$ cat config.mk
export PLATFORM = sky130hd
export DESIGN_NAME = flash_pulse_seq
export DESIGN_NICKNAME = d
export VERILOG_FILES = /design/src/rtl/fps_pkg.sv /design/src/rtl/fps_down_counter.sv /design/src/rtl/fps_width_mux.sv /design/src/rtl/fps_ctrl.sv /design/src/rtl/flash_pulse_seq.sv
export SDC_FILE = /design/constraint.sdc
export NUM_CORES = 1
export LEC_CHECK = 0
export ABC_CLOCK_PERIOD_IN_PS = 10100
export CORE_MARGIN = 1.5
export CORE_UTILIZATION = 32
export CTS_BUF_LIST = sky130_fd_sc_hd__clkbuf_4 sky130_fd_sc_hd__clkbuf_8
export DETAILED_ROUTE_END_ITERATION = 7
export HOLD_SLACK_MARGIN = 0.05
export PLACE_DENSITY_LB_ADDON = 0.08
export SLEW_MARGIN = 25
export SYNTH_ARGS = -nofsm -noshare
export SYNTH_HDL_FRONTEND = slang
export SYNTH_HIERARCHICAL = 1
export SYNTH_SLANG_ARGS = --single-unit
$ cat constraint.sdc
create_clock -name clk_i -period 10.1 [get_ports clk_i]
set_input_delay 1.515 -clock clk_i [delete_from_list [all_inputs] [get_ports clk_i]]
set_output_delay 1.515 -clock clk_i [all_outputs]
set_load 0.01 [all_outputs]
$ cat src/rtl/fps_pkg.sv
package fps_pkg;
  typedef enum logic [2:0] {
    ST_IDLE,
    ST_ARM,
    ST_SETUP,
    ST_PROG,
    ST_HOLD,
    ST_REL,
    ST_DONE
  } fps_state_e;

  localparam logic [1:0] SEL_SHORT = 2'b00;
  localparam logic [1:0] SEL_LONG  = 2'b01;
endpackage

$ cat src/rtl/fps_down_counter.sv
module fps_down_counter #(
  parameter int W = 16
) (
  input  logic         clk_i,
  input  logic         rst_ni,
  input  logic         load_i,
  input  logic [W-1:0] load_val_i,
  output logic         zero_o
);
  logic [W-1:0] cnt_q;

  always_ff @(posedge clk_i or negedge rst_ni) begin
    if (!rst_ni)             cnt_q <= '0;
    else if (load_i)         cnt_q <= load_val_i;
    else if (cnt_q != '0)    cnt_q <= cnt_q - 1'b1;
  end

  assign zero_o = (cnt_q == '0);

  // no wrap below zero
  assert_no_underflow_R10: assert property (@(posedge clk_i) disable iff (!rst_ni)
    (zero_o && !load_i) |=> zero_o);
endmodule

$ cat src/rtl/fps_width_mux.sv
module fps_width_mux
  import fps_pkg::*;
#(
  parameter int W = 16
) (
  input  logic [1:0]   sel_i,
  input  logic [W-1:0] short_i,
  input  logic [W-1:0] long_i,
  input  logic [W-1:0] extra_i,
  output logic [W-1:0] width_o
);
  always_comb begin
    case (sel_i)
      SEL_SHORT: width_o = short_i;
      SEL_LONG:  width_o = long_i;
      default:   width_o = extra_i;
    endcase
  end
endmodule

$ cat src/rtl/fps_ctrl.sv
module fps_ctrl
  import fps_pkg::*;
#(
  parameter int W = 16
) (
  input  logic         clk_i,
  input  logic         rst_ni,
  input  logic         start_i,
  input  logic [1:0]   sel_i,
  input  logic         expire_i,
  input  logic [W-1:0] t_setup_i,
  input  logic [W-1:0] width_i,
  input  logic [W-1:0] t_hold_i,
  input  logic [W-1:0] t_rel_i,
  input  logic         cnt_zero_i,
  output logic [1:0]   sel_q_o,
  output logic         cnt_load_o,
  output logic [W-1:0] cnt_val_o,
  output logic         busy_o,
  output logic         done_o,
  output logic         wdog_en_o,
  output logic         setup_o,
  output logic         prog_o,
  output logic         err_o
);
  fps_state_e state_q, state_d;
  logic       accept;
  logic       abort;

  assign accept = (state_q == ST_IDLE) && start_i;
  assign abort  = (state_q != ST_IDLE) && expire_i;

  always_comb begin
    state_d    = state_q;
    cnt_load_o = 1'b0;
    cnt_val_o  = '0;
    case (state_q)
      ST_IDLE:  if (start_i) state_d = ST_ARM;
      ST_ARM: begin
        state_d    = ST_SETUP;
        cnt_load_o = 1'b1;
        cnt_val_o  = t_setup_i;
      end
      ST_SETUP: if (cnt_zero_i) begin
        state_d    = ST_PROG;
        cnt_load_o = 1'b1;
        cnt_val_o  = width_i;
      end
      ST_PROG:  if (cnt_zero_i) begin
        state_d    = ST_HOLD;
        cnt_load_o = 1'b1;
        cnt_val_o  = t_hold_i;
      end
      ST_HOLD:  if (cnt_zero_i) begin
        state_d    = ST_REL;
        cnt_load_o = 1'b1;
        cnt_val_o  = t_rel_i;
      end
      ST_REL:   if (cnt_zero_i) state_d = ST_DONE;
      ST_DONE:  state_d = ST_IDLE;
      default:  state_d = ST_IDLE;
    endcase
    if (abort) begin
      state_d    = ST_IDLE;
      cnt_load_o = 1'b0;
    end
  end

  always_ff @(posedge clk_i or negedge rst_ni) begin
    if (!rst_ni) begin
      state_q <= ST_IDLE;
      sel_q_o <= '0;
      err_o   <= 1'b0;
    end else begin
      state_q <= state_d;
      if (accept) sel_q_o <= sel_i;
      if (abort)       err_o <= 1'b1;
      else if (accept) err_o <= 1'b0;
    end
  end

  // Moore decode: strobes change only on state edges
  assign busy_o    = (state_q != ST_IDLE);
  assign done_o    = (state_q == ST_DONE);
  assign wdog_en_o = busy_o && !done_o;
  assign setup_o   = (state_q == ST_SETUP) || (state_q == ST_PROG) || (state_q == ST_HOLD);
  assign prog_o    = (state_q == ST_PROG);

  assert_prog_needs_setup_R7: assert property (@(posedge clk_i) disable iff (!rst_ni)
    prog_o |-> setup_o);
  assert_prog_rise_after_setup_R3: assert property (@(posedge clk_i) disable iff (!rst_ni)
    $rose(prog_o) |-> $past(setup_o));
  assert_setup_under_wdog_R2: assert property (@(posedge clk_i) disable iff (!rst_ni)
    $rose(setup_o) |-> wdog_en_o);
  assert_done_single_R6: assert property (@(posedge clk_i) disable iff (!rst_ni)
    done_o |=> !done_o);
  assert_busy_start_ignored_R8: assert property (@(posedge clk_i) disable iff (!rst_ni)
    (busy_o && !done_o && !expire_i) |=> busy_o);
  assert_expire_abort_R9: assert property (@(posedge clk_i) disable iff (!rst_ni)
    (busy_o && expire_i) |=> (!setup_o && !prog_o && !busy_o && err_o));
endmodule

$ cat src/rtl/flash_pulse_seq.sv
module flash_pulse_seq #(
  parameter int CNT_W = 16
) (
  input  logic             clk_i,
  input  logic             rst_ni,
  input  logic             start_i,
  input  logic [1:0]       width_sel_i,
  input  logic [CNT_W-1:0] wait_setup_i,
  input  logic [CNT_W-1:0] width_short_i,
  input  logic [CNT_W-1:0] width_long_i,
  input  logic [CNT_W-1:0] width_extra_i,
  input  logic [CNT_W-1:0] wait_hold_i,
  input  logic [CNT_W-1:0] wait_release_i,
  input  logic             wdog_expire_i,
  output logic             busy_o,
  output logic             done_o,
  output logic             wdog_en_o,
  output logic             setup_o,
  output logic             prog_o,
  output logic             err_o
);
  logic [1:0]       sel_q;
  logic [CNT_W-1:0] width_sel;
  logic [CNT_W-1:0] cnt_val;
  logic             cnt_load;
  logic             cnt_zero;

  fps_width_mux #(.W(CNT_W)) u_mux (
    .sel_i   (sel_q),
    .short_i (width_short_i),
    .long_i  (width_long_i),
    .extra_i (width_extra_i),
    .width_o (width_sel)
  );

  fps_down_counter #(.W(CNT_W)) u_cnt (
    .clk_i      (clk_i),
    .rst_ni     (rst_ni),
    .load_i     (cnt_load),
    .load_val_i (cnt_val),
    .zero_o     (cnt_zero)
  );

  fps_ctrl #(.W(CNT_W)) u_ctrl (
    .clk_i      (clk_i),
    .rst_ni     (rst_ni),
    .start_i    (start_i),
    .sel_i      (width_sel_i),
    .expire_i   (wdog_expire_i),
    .t_setup_i  (wait_setup_i),
    .width_i    (width_sel),
    .t_hold_i   (wait_hold_i),
    .t_rel_i    (wait_release_i),
    .cnt_zero_i (cnt_zero),
    .sel_q_o    (sel_q),
    .cnt_load_o (cnt_load),
    .cnt_val_o  (cnt_val),
    .busy_o     (busy_o),
    .done_o     (done_o),
    .wdog_en_o  (wdog_en_o),
    .setup_o    (setup_o),
    .prog_o     (prog_o),
    .err_o      (err_o)
  );
endmodule

## After elaboration in Yosys (flattened, before gate mapping)

Index checks and enable logic that the tools add are counted.

- Bits of input ports: 102
- Output and inout port bits: 6
- Register bits after elaboration: 22
- Word-level logic and storage cells: 51

- Eq/ne operators: 12
- Reductions and logical operators: 15
- Add/sub/neg operators: 1
- Multiplexer cells: 19

Operators with widths:

| cell | count |
|---|---|
| two-way mux 16 bit | 5 |
| case mux 16 bit (4 select lines) | 1 |
| case mux 16 bit (2 select lines) | 1 |
| two-way mux 3 bit | 6 |
| case mux 3 bit (6 select lines) | 1 |
| logical NOT 16 bit | 1 |
| nonzero test 16 bit | 1 |
| subtractor 16 x 1 -> 16 bit (second input constant) | 1 |
| inequality test 3 x 2 -> 1 bit (second input constant) | 4 |
| equality test 3 bit (second input constant) | 3 |
| equality test 3 x 2 -> 1 bit (second input constant) | 2 |
| AND reduction 5 bit | 1 |
| two-way mux 1 bit | 4 |
| nonzero test 2 bit | 2 |
| equality test 3 x 1 -> 1 bit (second input constant) | 1 |
| logical AND 1 bit | 3 |
| logical NOT 3 bit | 1 |
| inequality test 3 x 1 -> 1 bit (second input constant) | 1 |
| nonzero test 3 bit | 1 |
| OR reduction 3 bit | 1 |
| equality test 2 x 1 -> 1 bit (second input constant) | 1 |
| logical NOT 2 bit | 1 |
| logical OR 1 bit | 2 |
| case mux 1 bit (2 select lines) | 1 |
| logical NOT 1 bit | 1 |

## Logic depth before layout (Yosys ltp)

Gate-level depths: netlist of the first run.

- Depth in word-level cells: 5
- Depth in mapped cells: 14
- Gate-level depth less buffers: 11

## Hierarchy

Netlist of the first run, hierarchy kept.

By module, submodules not included:

| module | area each (sq um) | instances | sequential area each (sq um) | cells an instance |
|---|---|---|---|---|
| fps_down_counter | 999.7 | 1 | 400.4 | 107 |
| fps_ctrl | 789.5 | 1 | 150.1 | 94 |
| fps_width_mux | 344.1 | 1 | 0.0 | 53 |

## Worst setup path before layout of the first run

OpenSTA, ideal clock, no wires.

- Path type: register -> register
- Start: reg u_cnt.cnt_q[0]
- End: reg u_cnt.cnt_q[11]
- Library setup time: 0.123 ns
- Slack: 6.596 ns
- Arrival time: 3.381 ns
- Stages on the path, launching flop included: 15
- Required time: 9.977 ns
- Cell sequence: dfrtp_1 inv_1 ha_1 or4b_4 or4_4 nor4b_4 and3_1 buf_6 buf_6 o21ba_2 clkbuf_1 inv_1 clkbuf_1 mux2i_1 nor2_1

- Longest elaborated chain between the ends: 5

RTL lines:

| item | RTL line | text |
|---|---|---|
| start, declared | fps_down_counter.sv:10 | `logic [W-1:0] cnt_q;` |
| start signal, assigned | fps_down_counter.sv:14 | `else if (load_i) cnt_q <= load_val_i;` |
| start signal, assigned | fps_down_counter.sv:15 | `else if (cnt_q != '0) cnt_q <= cnt_q - 1'b1;` |
| logical NOT 16 bit * | fps_down_counter.sv:18 | `assign zero_o = (cnt_q == '0);` |
| named net cnt_zero | flash_pulse_seq.sv:26 | `logic cnt_zero;` |
| two-way mux 1 bit * | fps_ctrl.sv:44, fps_ctrl.sv:49, fps_ctrl.sv:54 |  |
| case mux 1 bit (2 select lines) * | fps_ctrl.sv:37 | `case (state_q)` |
| two-way mux 1 bit * | fps_ctrl.sv:63 | `if (abort) begin` |
| named net cnt_load | flash_pulse_seq.sv:25 | `logic cnt_load;` |
| two-way mux 16 bit or nonzero test 2 bit (tied branches) | n/a |  |

The timed path passes the listed nets; every way through them passes the cells marked *. The select of a mux whose other input is x is not followed.
A chain may end at the register's enable or synchronous reset.

## Worst setup path after layout of the first run

- Start: reg u_cnt.cnt_q[0]
- End: reg u_cnt.cnt_q[1]

The elaborated chain is that of the path after synthesis.

==> results of run 1 <==
## per-stage QoR
step	total power [mW]	instances	cell area [sq um]	hold WS (ns)	setup WS, ns
after floorplan	0.370	254	2130	0.503	6.60
after global placement	0.453	420	3180	0.524	6.23
after detailed placement	0.454	420	3180	0.533	6.08
after CTS	0.518	424	3230	0.557	6.06
after global routing	0.558	424	3230	0.626	5.80
final	0.514	424	3230	0.547	6.05
## final timing paths
path                                      from                 to  slack [ns]  cells after the start
worst max-delay path            u_cnt/cnt_q[0]     u_cnt/cnt_q[1]        6.05                      9
worst min-delay path              u_ctrl/err_o       u_ctrl/err_o        0.55                      2
worst max register to register  u_cnt/cnt_q[0]     u_cnt/cnt_q[1]        6.05                      9
worst min register to register    u_ctrl/err_o       u_ctrl/err_o        0.55                      2
max in group asynchronous               rst_ni  u_ctrl/state_q[0]        8.52                      1
min in group asynchronous               rst_ni    u_cnt/cnt_q[15]        1.21                      1
## state kept, by name, summed over array words and instances (netlist names)
register and cells:
u_ctrl/err_o 1, u_ctrl/state_q 3, u_cnt/cnt_q 16, u_ctrl/sel_q_o 2
## worst register-to-register path, stage by stage (launching register included)
cell and delay (ns):
dfrtp_1 0.41, inv_1 0.10, ha_1 0.22, or4b_4 0.53
or4_4 0.45, nor4b_4 0.50, and3_1 0.64, o21ba_2 0.48
inv_1 0.29, mux2_2 0.33
## layer usage
layer	track usage, %	vias up
met5	0	-
met4	5.43	0
met3	5.41	7
met2	29.4	87
met1	22.7	937
li1	-	1106
## cell usage in the layout (no fill, tap or decap), drive strengths merged, types with 4 or more instances in the layout
master and count:
nor2 34, clkdlybuf4s50 106, a21oi 7, nand2 33
clkbuf 4, o31ai 5, nor3 4, dfrtp 22
xnor2 10, mux2i 39, mux2 4, a221o 16
nand2b 4, nor4 4, inv 6, o21ai 22
## area by class of cell
type | instances | area share, %
Tap cell | 77 | 2.98
Inverter | 6 | 0.697
Multi-Input combinational cell | 208 | 44.5
Clock buffer | 4 | 1.70
Timing Repair Buffer | 107 | 33.0
Sequential cell | 22 | 17.1
## logic make-up (layout without fill, tap and decap cells)
group	count (synthesis)	after routing	synth area share [%]
AND/OR/NAND/NOR	96	96	23.3
AO/OA/AOI/OAI	57	57	18.6
multiplexers	43	43	20.4
buffers and inverters	24	117	6.74
flip-flops	22	22	25.8
XOR/XNOR	11	11	4.52
adder cells (fa/ha/maj)	1	1	0.586
## power breakdown
group	leakage [nW]	total, mW	internal (mW)	switching [mW]
Clock	0.0288	0.0624	0.0347	0.0277
Sequential	0.274	0.189	0.123	0.0662
Combinational	1.01	0.262	0.149	0.113
==> metrics, run 1 <==
# Max-Cap Violations 0; Max Freq ~250 MHz; Post-Syn Nets about 360; status complete, no violations; Yosys top cell area share about a quarter; Hold Buf Count CTS 0; final period utilization about two fifths; pin count of the biggest net entering global routing 34; Hold/Removal Path Class register to register; syn_area_per_cell about 8.4 sq um; clk_lat worst skew about 0.26 ns; routed via count between 2000 and 2500; ys async rst share between 90% and 100%; Register Area roughly 550 sq um; antenna cell count 0; Distinct cells, synth 44; DRT met1 WL roughly 2800 um; row cnt 29; Worst setup EP type register; Final Hold Viols 0; Final setup viols 0; Final Util 50.6%; Clock Tree Root clkbuf_8; 1st-iter DRT viols 71; Crit Path Max Fanout 19; Num CTS Buffers 3; Final #Nets 451; leading cell types by total area after synthesis dfrtp_1 26%, mux2i_1 18%, a221o_1 7.5%; startpoint types register; top_reg_cell synth dfrtp_1; Placer Congestion between 0.7 and 0.8; crit-path max cell delay between 0.6 and 0.7 ns; Ports between 100 and 150; synthesized area 0.00213 sq mm; # resized after CTS 0; clock sink count 22; Synth area leader dfrtp_1; WS Path Type register to register; DP HPWL around 5300 um; ratio of cells with drive above 1 in the final layout under 10%; clk slew on worst S/H paths 0.08 ns; Routed Antenna Nets 0; CP arrival between 4 and 5 ns; Fillers about 660; DR pass1 iterations 4; mean routed wirelength per cell between 10 and 15 um; initial antenna violation count 0; Cells after Synth roughly 250; Tot GR Track Use approximately 18%; Residual DRC 0; Seq cells post-synth 22; Die Y-Extent 84.7 um; CTS tree done; wire length on met2 about 3000 um; Critical Path, Cell by Cell inv_1 -> ha_1 -> or4b_4 -> or4_4 -> nor4b_4 -> and3_1 -> o21ba_2 -> inv_1 -> mux2_2; final slew viol count 0; worst vdd ir 0.0873 mV; Setup TNS 0 ns; Leakage 1.31 nW; Critical-path top delay cell and3_1; Area Overhead vs Synth 51.4%; Longest Clk Path Bufs 2; cell family with most CP delay simple AND/OR/NAND/NOR gates; Setup Skew approximately 0.0042 ns; area of the multi-input gates roughly 0.0014 sq mm; Buf+Inv Stages, Crit Path 2; Synth warnings 6; RSZ-0062 raised after global routing no; vias per cell just over 5; # H-tree levels 1; Post-synth top cells 39 x mux2i_1, 32 x nand2_1, 32 x nor2_1; CP Data Required Time 10.25 ns; die area 0.00717 sq mm; vias in the first global route 2291; top layer in use met4; pwr/cell area ~160 mW/mm^2; top-count cell post-synth mux2i_1; GR Overflow Total 0; Tightest Pin Transition a little under 0.9 ns; Met3 Routed Length 506 um; CP most frequent cell inv_1; Seq/Total Area, Yosys ~26%; EDFF count, synth 0; Worst slew margin around 42%; Routed WL roughly 6300 um; Core Region approximately 0.0064 sq mm; Post-CTS Setup Inserts 0; Tmin final 4.05 ns; I/O Buffers roughly 110; Initial Utilization about a third; Die X ~85 um; first-pass GRT wire length between 10000 and 15000 um
Power figures use the tool's default switching activity.
==> inputs of run 2 (changes only) <==
Settings changed: ABC_CLOCK_PERIOD_IN_PS 10100 to 3320.
Clock period 10.1 ns to 3.32 ns, I/O delays scaled along.
==> run 2 against run 1 <==
Against the previous run:
- combinational power rose to 3.1 times the previous value
- total power increased to 3.1 times the previous value
- sequential share of layout area shrank 0.27 points
- wire length up 5.0%
- worst setup slack got worse by 5.8 ns
==> metrics, run 2 (same netlist as run 1, synthesis figures left out) <==
Setup TNS 0 ns; clk slew on worst S/H paths 0.09 ns; Tightest Pin Transition roughly 0.85 ns; Final setup viols 0; wire length on met2 3150 um; Hold Buf Count CTS 0; Residual DRC 0; DRT met1 WL ~2900 um; Met3 Routed Length approximately 520 um; GR Overflow Total 0; CP arrival 3.16 ns; worst vdd ir 0.263 mV; vias per cell slightly below 5; CTS tree done; Placer Congestion around 0.83; final period utilization between 90% and 100%; Initial Utilization between 30% and 40%; clock sink count 22; Core Region 0.00639 sq mm; routed via count ~2100; Top Registers u_cnt/cnt_q (16), u_ctrl/state_q (3), u_ctrl/sel_q_o (2); first-pass GRT wire length around 11000 um; Switching Power 627 uW; startpoint types register; final slew viol count 0; vias in the first global route roughly 2200; Routed WL ~6600 um; Tmin final about 3.0 ns; Tot GR Track Use 19.3%; pin count of the biggest net entering global routing 34; Longest Clk Path Bufs 2; I/O Buffers 107; # Max-Cap Violations 0; Leakage 1.34 nW; row cnt 29; sequential share of power between 30% and 40%; pwr/cell area roughly 480 mW/mm^2; DP HPWL 5590 um; Die Y-Extent ~85 um; share of total power in combinational logic a little over half; most frequent cells in the layout 106 x clkdlybuf4s50_1, 39 x mux2i_1, 32 x nor2_1, 32 x nand2_1, 22 x dfrtp_1; Num CTS Buffers 3; Post-CTS Setup Inserts 0; Internal Dissipation ~940 uW; WS Path Type register to register; CP Data Required Time between 3 and 4 ns; Most flops, register u_cnt/cnt_q; Hold/Removal Path Class input pin to asynchronous set/reset pin; PnR worst setup slack roughly 0.30 ns; die area between 0.007 and 0.008 sq mm; clock share of power approximately 12%; ratio of cells with drive above 1 in the final layout roughly 7.4%; mean routed wirelength per cell between 15 and 20 um; Routed Antenna Nets 0; # resized after CTS 0; worst r2r path cells 9; Die X 84.7 um; Worst slew margin approximately 43%; DR pass1 iterations 5; initial antenna violation count 0; # H-tree levels 1; most common cell after layout, fill and taps aside clkdlybuf4s50_1; Max Freq around 330 MHz; Clock Tree Root clkbuf_8; RSZ-0062 raised after global routing no; Crit Path Max Fanout 11; antenna cell count 0; Setup Skew 0.0109 ns; Ports ~110; clk_lat worst skew 0.26 ns; Worst setup EP type register; Final #Nets about 460; 1st-iter DRT viols about 120; Area Overhead vs Synth 53.5%; Largest register FFs 16; status complete, no violations; Sw Ratio between 30 and 40%; Final Hold Viols 0; top layer in use met4; worst slack, placed 0.303 ns
-- run 2: power groups by stage --
stage                     sequential [mW]  clock (mW)  combinational (mW)
after floorplan                     0.467           0               0.658
after global placement              0.554           0               0.823
after detailed placement            0.556           0               0.829
after CTS                           0.551       0.198               0.832
after global routing                0.580       0.208               0.916
final                               0.552       0.193               0.822
-- run 2: worst max-delay path, stage by stage, from the launching register on --
cell	delay [ns]
dfrtp_1	0.40
inv_1	0.10
ha_1	0.20
or4b_4	0.52
or4_4	0.44
nor4b_4	0.34
and3_1	0.24
o21ba_2	0.16
inv_1	0.17
mux2_2	0.32
-- run 2: final cells by class --
cell class                 count  area (sq um)
sequential                    22           551
inverter                       6          22.5
tap                           77          96.3
multi-input combinational    208          1440
fill                         652          3110
clock buffer                   4          55.1
timing repair buffer         113          1110
-- run 2: through the flow --
| stage | hold WS (ns) | cells | total power, mW | cell area (sq um) | utilization [%] |
|---|---|---|---|---|---|
| final | 0.199 | 430 | 1.57 | 3270 | 51.3 |
| after detailed placement | 0.511 | 426 | 1.39 | 3220 | 50.4 |
| after global placement | 0.519 | 426 | 1.38 | 3220 | 50.5 |
| after global routing | 0.246 | 430 | 1.70 | 3270 | 51.3 |
| after floorplan | 0.202 | 254 | 1.13 | 2130 | - |
| after CTS | 0.225 | 430 | 1.58 | 3270 | 51.3 |
-- run 2: final timing paths --
| path | start | end | slack [ns] |
|---|---|---|---|
| setup / recovery | u_cnt/cnt_q[0] | u_cnt/cnt_q[1] | 0.30 |
| hold / removal | rst_ni | u_cnt/cnt_q[12] | 0.20 |
| setup reg to reg | u_cnt/cnt_q[0] | u_cnt/cnt_q[1] | 0.30 |
| hold reg to reg | u_ctrl/err_o | u_ctrl/err_o | 0.55 |
| max in group asynchronous | rst_ni | u_cnt/cnt_q[8] | 2.76 |
| min in group clk_i | u_ctrl/err_o | u_ctrl/err_o | 0.55 |
-- run 2: routing by layer --
metal | track usage [%] | vias up
li1 | - | 1116
met1 | 24.7 | 938
met4 | 3.37 | 0
met3 | 6.10 | 4
met5 | 0 | -
met2 | 32.3 | 77
==> inputs of run 3 (changes only) <==
Settings changed: GPL_TIMING_DRIVEN from default to 0.
==> run 3 against run 2 <==
Against the previous run:
- combinational power rose by 19%
- maximum frequency fell by 4.1%
- critical path type unchanged
- largest cell class unchanged
- sequential share of layout area fell by 0.68 points
- highest routed layer unchanged
==> metrics, run 3 (same netlist as run 1, synthesis figures left out) <==
ratio of cells with drive above 1 in the final layout a little under an eighth; Routed WL 6850 um; Ports 108; most frequent cells in the layout 106 x clkdlybuf4s50_1, 39 x mux2i_1, 32 x nor2_1, 32 x nand2_1, 22 x dfrtp_1; Initial Utilization between 30% and 40%; DR pass1 iterations 6; antenna cell count 0; Max Freq 317 MHz; clk_lat worst skew 0.26 ns; Hold Buf Count CTS 0; Switching Power 658 uW; Critical Path, Cell by Cell inv_1 -> ha_2 -> or4b_4 -> or4_4 -> nor4b_4 -> and3_1 -> buf_6 -> buf_6 -> o21ba_4 -> inv_1 -> clkbuf_4 -> mux2i_1 -> nor2_1; Residual DRC 0; Critical-path top delay cell or4b_4; Placer Congestion 0.787; Num CTS Buffers 3; Clock Tree Root clkbuf_8; worst slack, placed -0.478 ns; PnR worst setup slack 0.170 ns; Core Region 0.00639 sq mm; Die X 84.7 um; 1st-iter DRT viols 69; Hold/Removal Path Class input pin to asynchronous set/reset pin; Internal Dissipation about 1000 uW; final slew viol count 0; Reg2Reg Setup Slack about 0.17 ns; Tightest Pin Transition approximately 0.65 ns; Fillers between 600 and 700; Final #Nets 475; CP arrival ~3.3 ns; Largest register FFs 16; clk slew on worst S/H paths about 0.08 ns; Setup Skew 0.00536 ns; Die Y-Extent between 80 and 90 um; GR Overflow Total 0; routed via count roughly 2200; die area about 0.007 sq mm; vias in the first global route ~2400; Final Hold Viols 0; CP Data Required Time roughly 3.5 ns; DP HPWL 5880 um; Tot GR Track Use between 20% and 30%; initial antenna violation count 0; hold slack around 0.19 ns; worst vdd ir about 0.32 mV; vias per cell about 5; WS Path Type register to register; cell family with most CP delay simple AND/OR/NAND/NOR gates; row cnt 29; most common cell after layout, fill and taps aside clkdlybuf4s50_1; # Max-Cap Violations 0; status complete, no violations; sequential share of power 29.3%; crit-path max cell delay approximately 0.48 ns; # H-tree levels 1; Routed Antenna Nets 0; pin count of the biggest net entering global routing 23; Crit Path Max Fanout 10; final period utilization a little over nine tenths; Leakage 1.42 nW; RSZ-0062 raised after global routing no; Longest Clk Path Bufs 2; Worst slew margin a little under three fifths; share of total power in combinational logic approximately three fifths; mean routed wirelength per cell between 15 and 20 um; Most flops, register u_cnt/cnt_q; Tmin final roughly 3.2 ns; Sw Ratio 39.8%; pwr/cell area ~480 mW/mm^2; Area Overhead vs Synth 60.0%; Top Registers u_cnt/cnt_q (16), u_ctrl/state_q (3), u_ctrl/sel_q_o (2); clock share of power between 10% and 20%; Final setup viols 0; CTS tree done; clock sink count 22; Worst setup EP type register; area of the multi-input gates 0.00145 sq mm; Register Area 551 sq um; Buf+Inv Stages, Crit Path 5; I/O Buffers 107; startpoint types register; first-pass GRT wire length around 11000 um
## run 3: changes by cell type in the layout (fill, tap and decap cells not counted), moves of 3 or more
| cell | before | now |
|---|---|---|
| buf_2 | 1 | 7 |
| buf_4 | 6 | 9 |
| clkbuf_1 | 0 | 3 |
| buf_6 | 0 | 3 |
## run 3: power groups by stage
| stage | registers [mW] | logic, mW | clock network, mW |
|---|---|---|---|
| detailed placement | 0.495 | 0.941 | 0 |
| global placement | 0.487 | 0.933 | 0 |
| finish | 0.485 | 0.977 | 0.193 |
| CTS | 0.489 | 0.952 | 0.198 |
| global route | 0.501 | 1.08 | 0.210 |
| floorplan | 0.467 | 0.658 | 0 |
## run 3: layer usage
metal | part of all wire, % | global-route usage (%) | vias up
li1 | - | - | 1155
met1 | 42 | 23.6 | 1011
met2 | 50 | 35.9 | 65
met3 | 6.8 | 5.60 | 4
met4 | 0.86 | 5.13 | 0
met5 | 0 | 0 | -
## run 3: path summary, 6_finish.rpt
kind / startpoint / to / depth (start not counted)
worst max-delay path: u_cnt/cnt_q[0] / u_cnt/cnt_q[7] / 13
worst min-delay path: rst_ni / u_cnt/cnt_q[14] / 1
worst max register to register: u_cnt/cnt_q[0] / u_cnt/cnt_q[7] / 13
worst min register to register: u_ctrl/err_o / u_ctrl/err_o / 2
max in group asynchronous: rst_ni / u_cnt/cnt_q[6] / 1
min in group clk_i: u_ctrl/err_o / u_ctrl/err_o / 2
## run 3: layout make-up
class | count | area share, %
clock buffer | 4 | 1.61
tap | 77 | 2.82
inverter | 6 | 0.660
multi-input combinational | 208 | 42.4
timing repair buffer | 114 | 32.8
buffer | 17 | 3.59
sequential | 22 | 16.1
## run 3: repair_timing
item	in CTS	in global routing
setup buffers	3	4
setup endpoints to repair	16	14
endpoints found under the hold margin	0	0
gates resized for setup	4	1
pin swaps	2	2
## run 3: stage by stage
| stage | area (sq um) | std cells | utilization, % | power (mW) | setup TNS [ns] |
|---|---|---|---|---|---|
| floorplan | 2130 | 254 | - | 1.13 | 0 |
| global placement | 3300 | 438 | 51.7 | 1.42 | -5.29 |
| detailed placement | 3300 | 438 | 51.6 | 1.44 | -6.27 |
| CTS | 3380 | 444 | 52.9 | 1.64 | 0 |
| global route | 3410 | 448 | 53.4 | 1.79 | 0 |
| finish | 3410 | 448 | 53.4 | 1.65 | 0 |
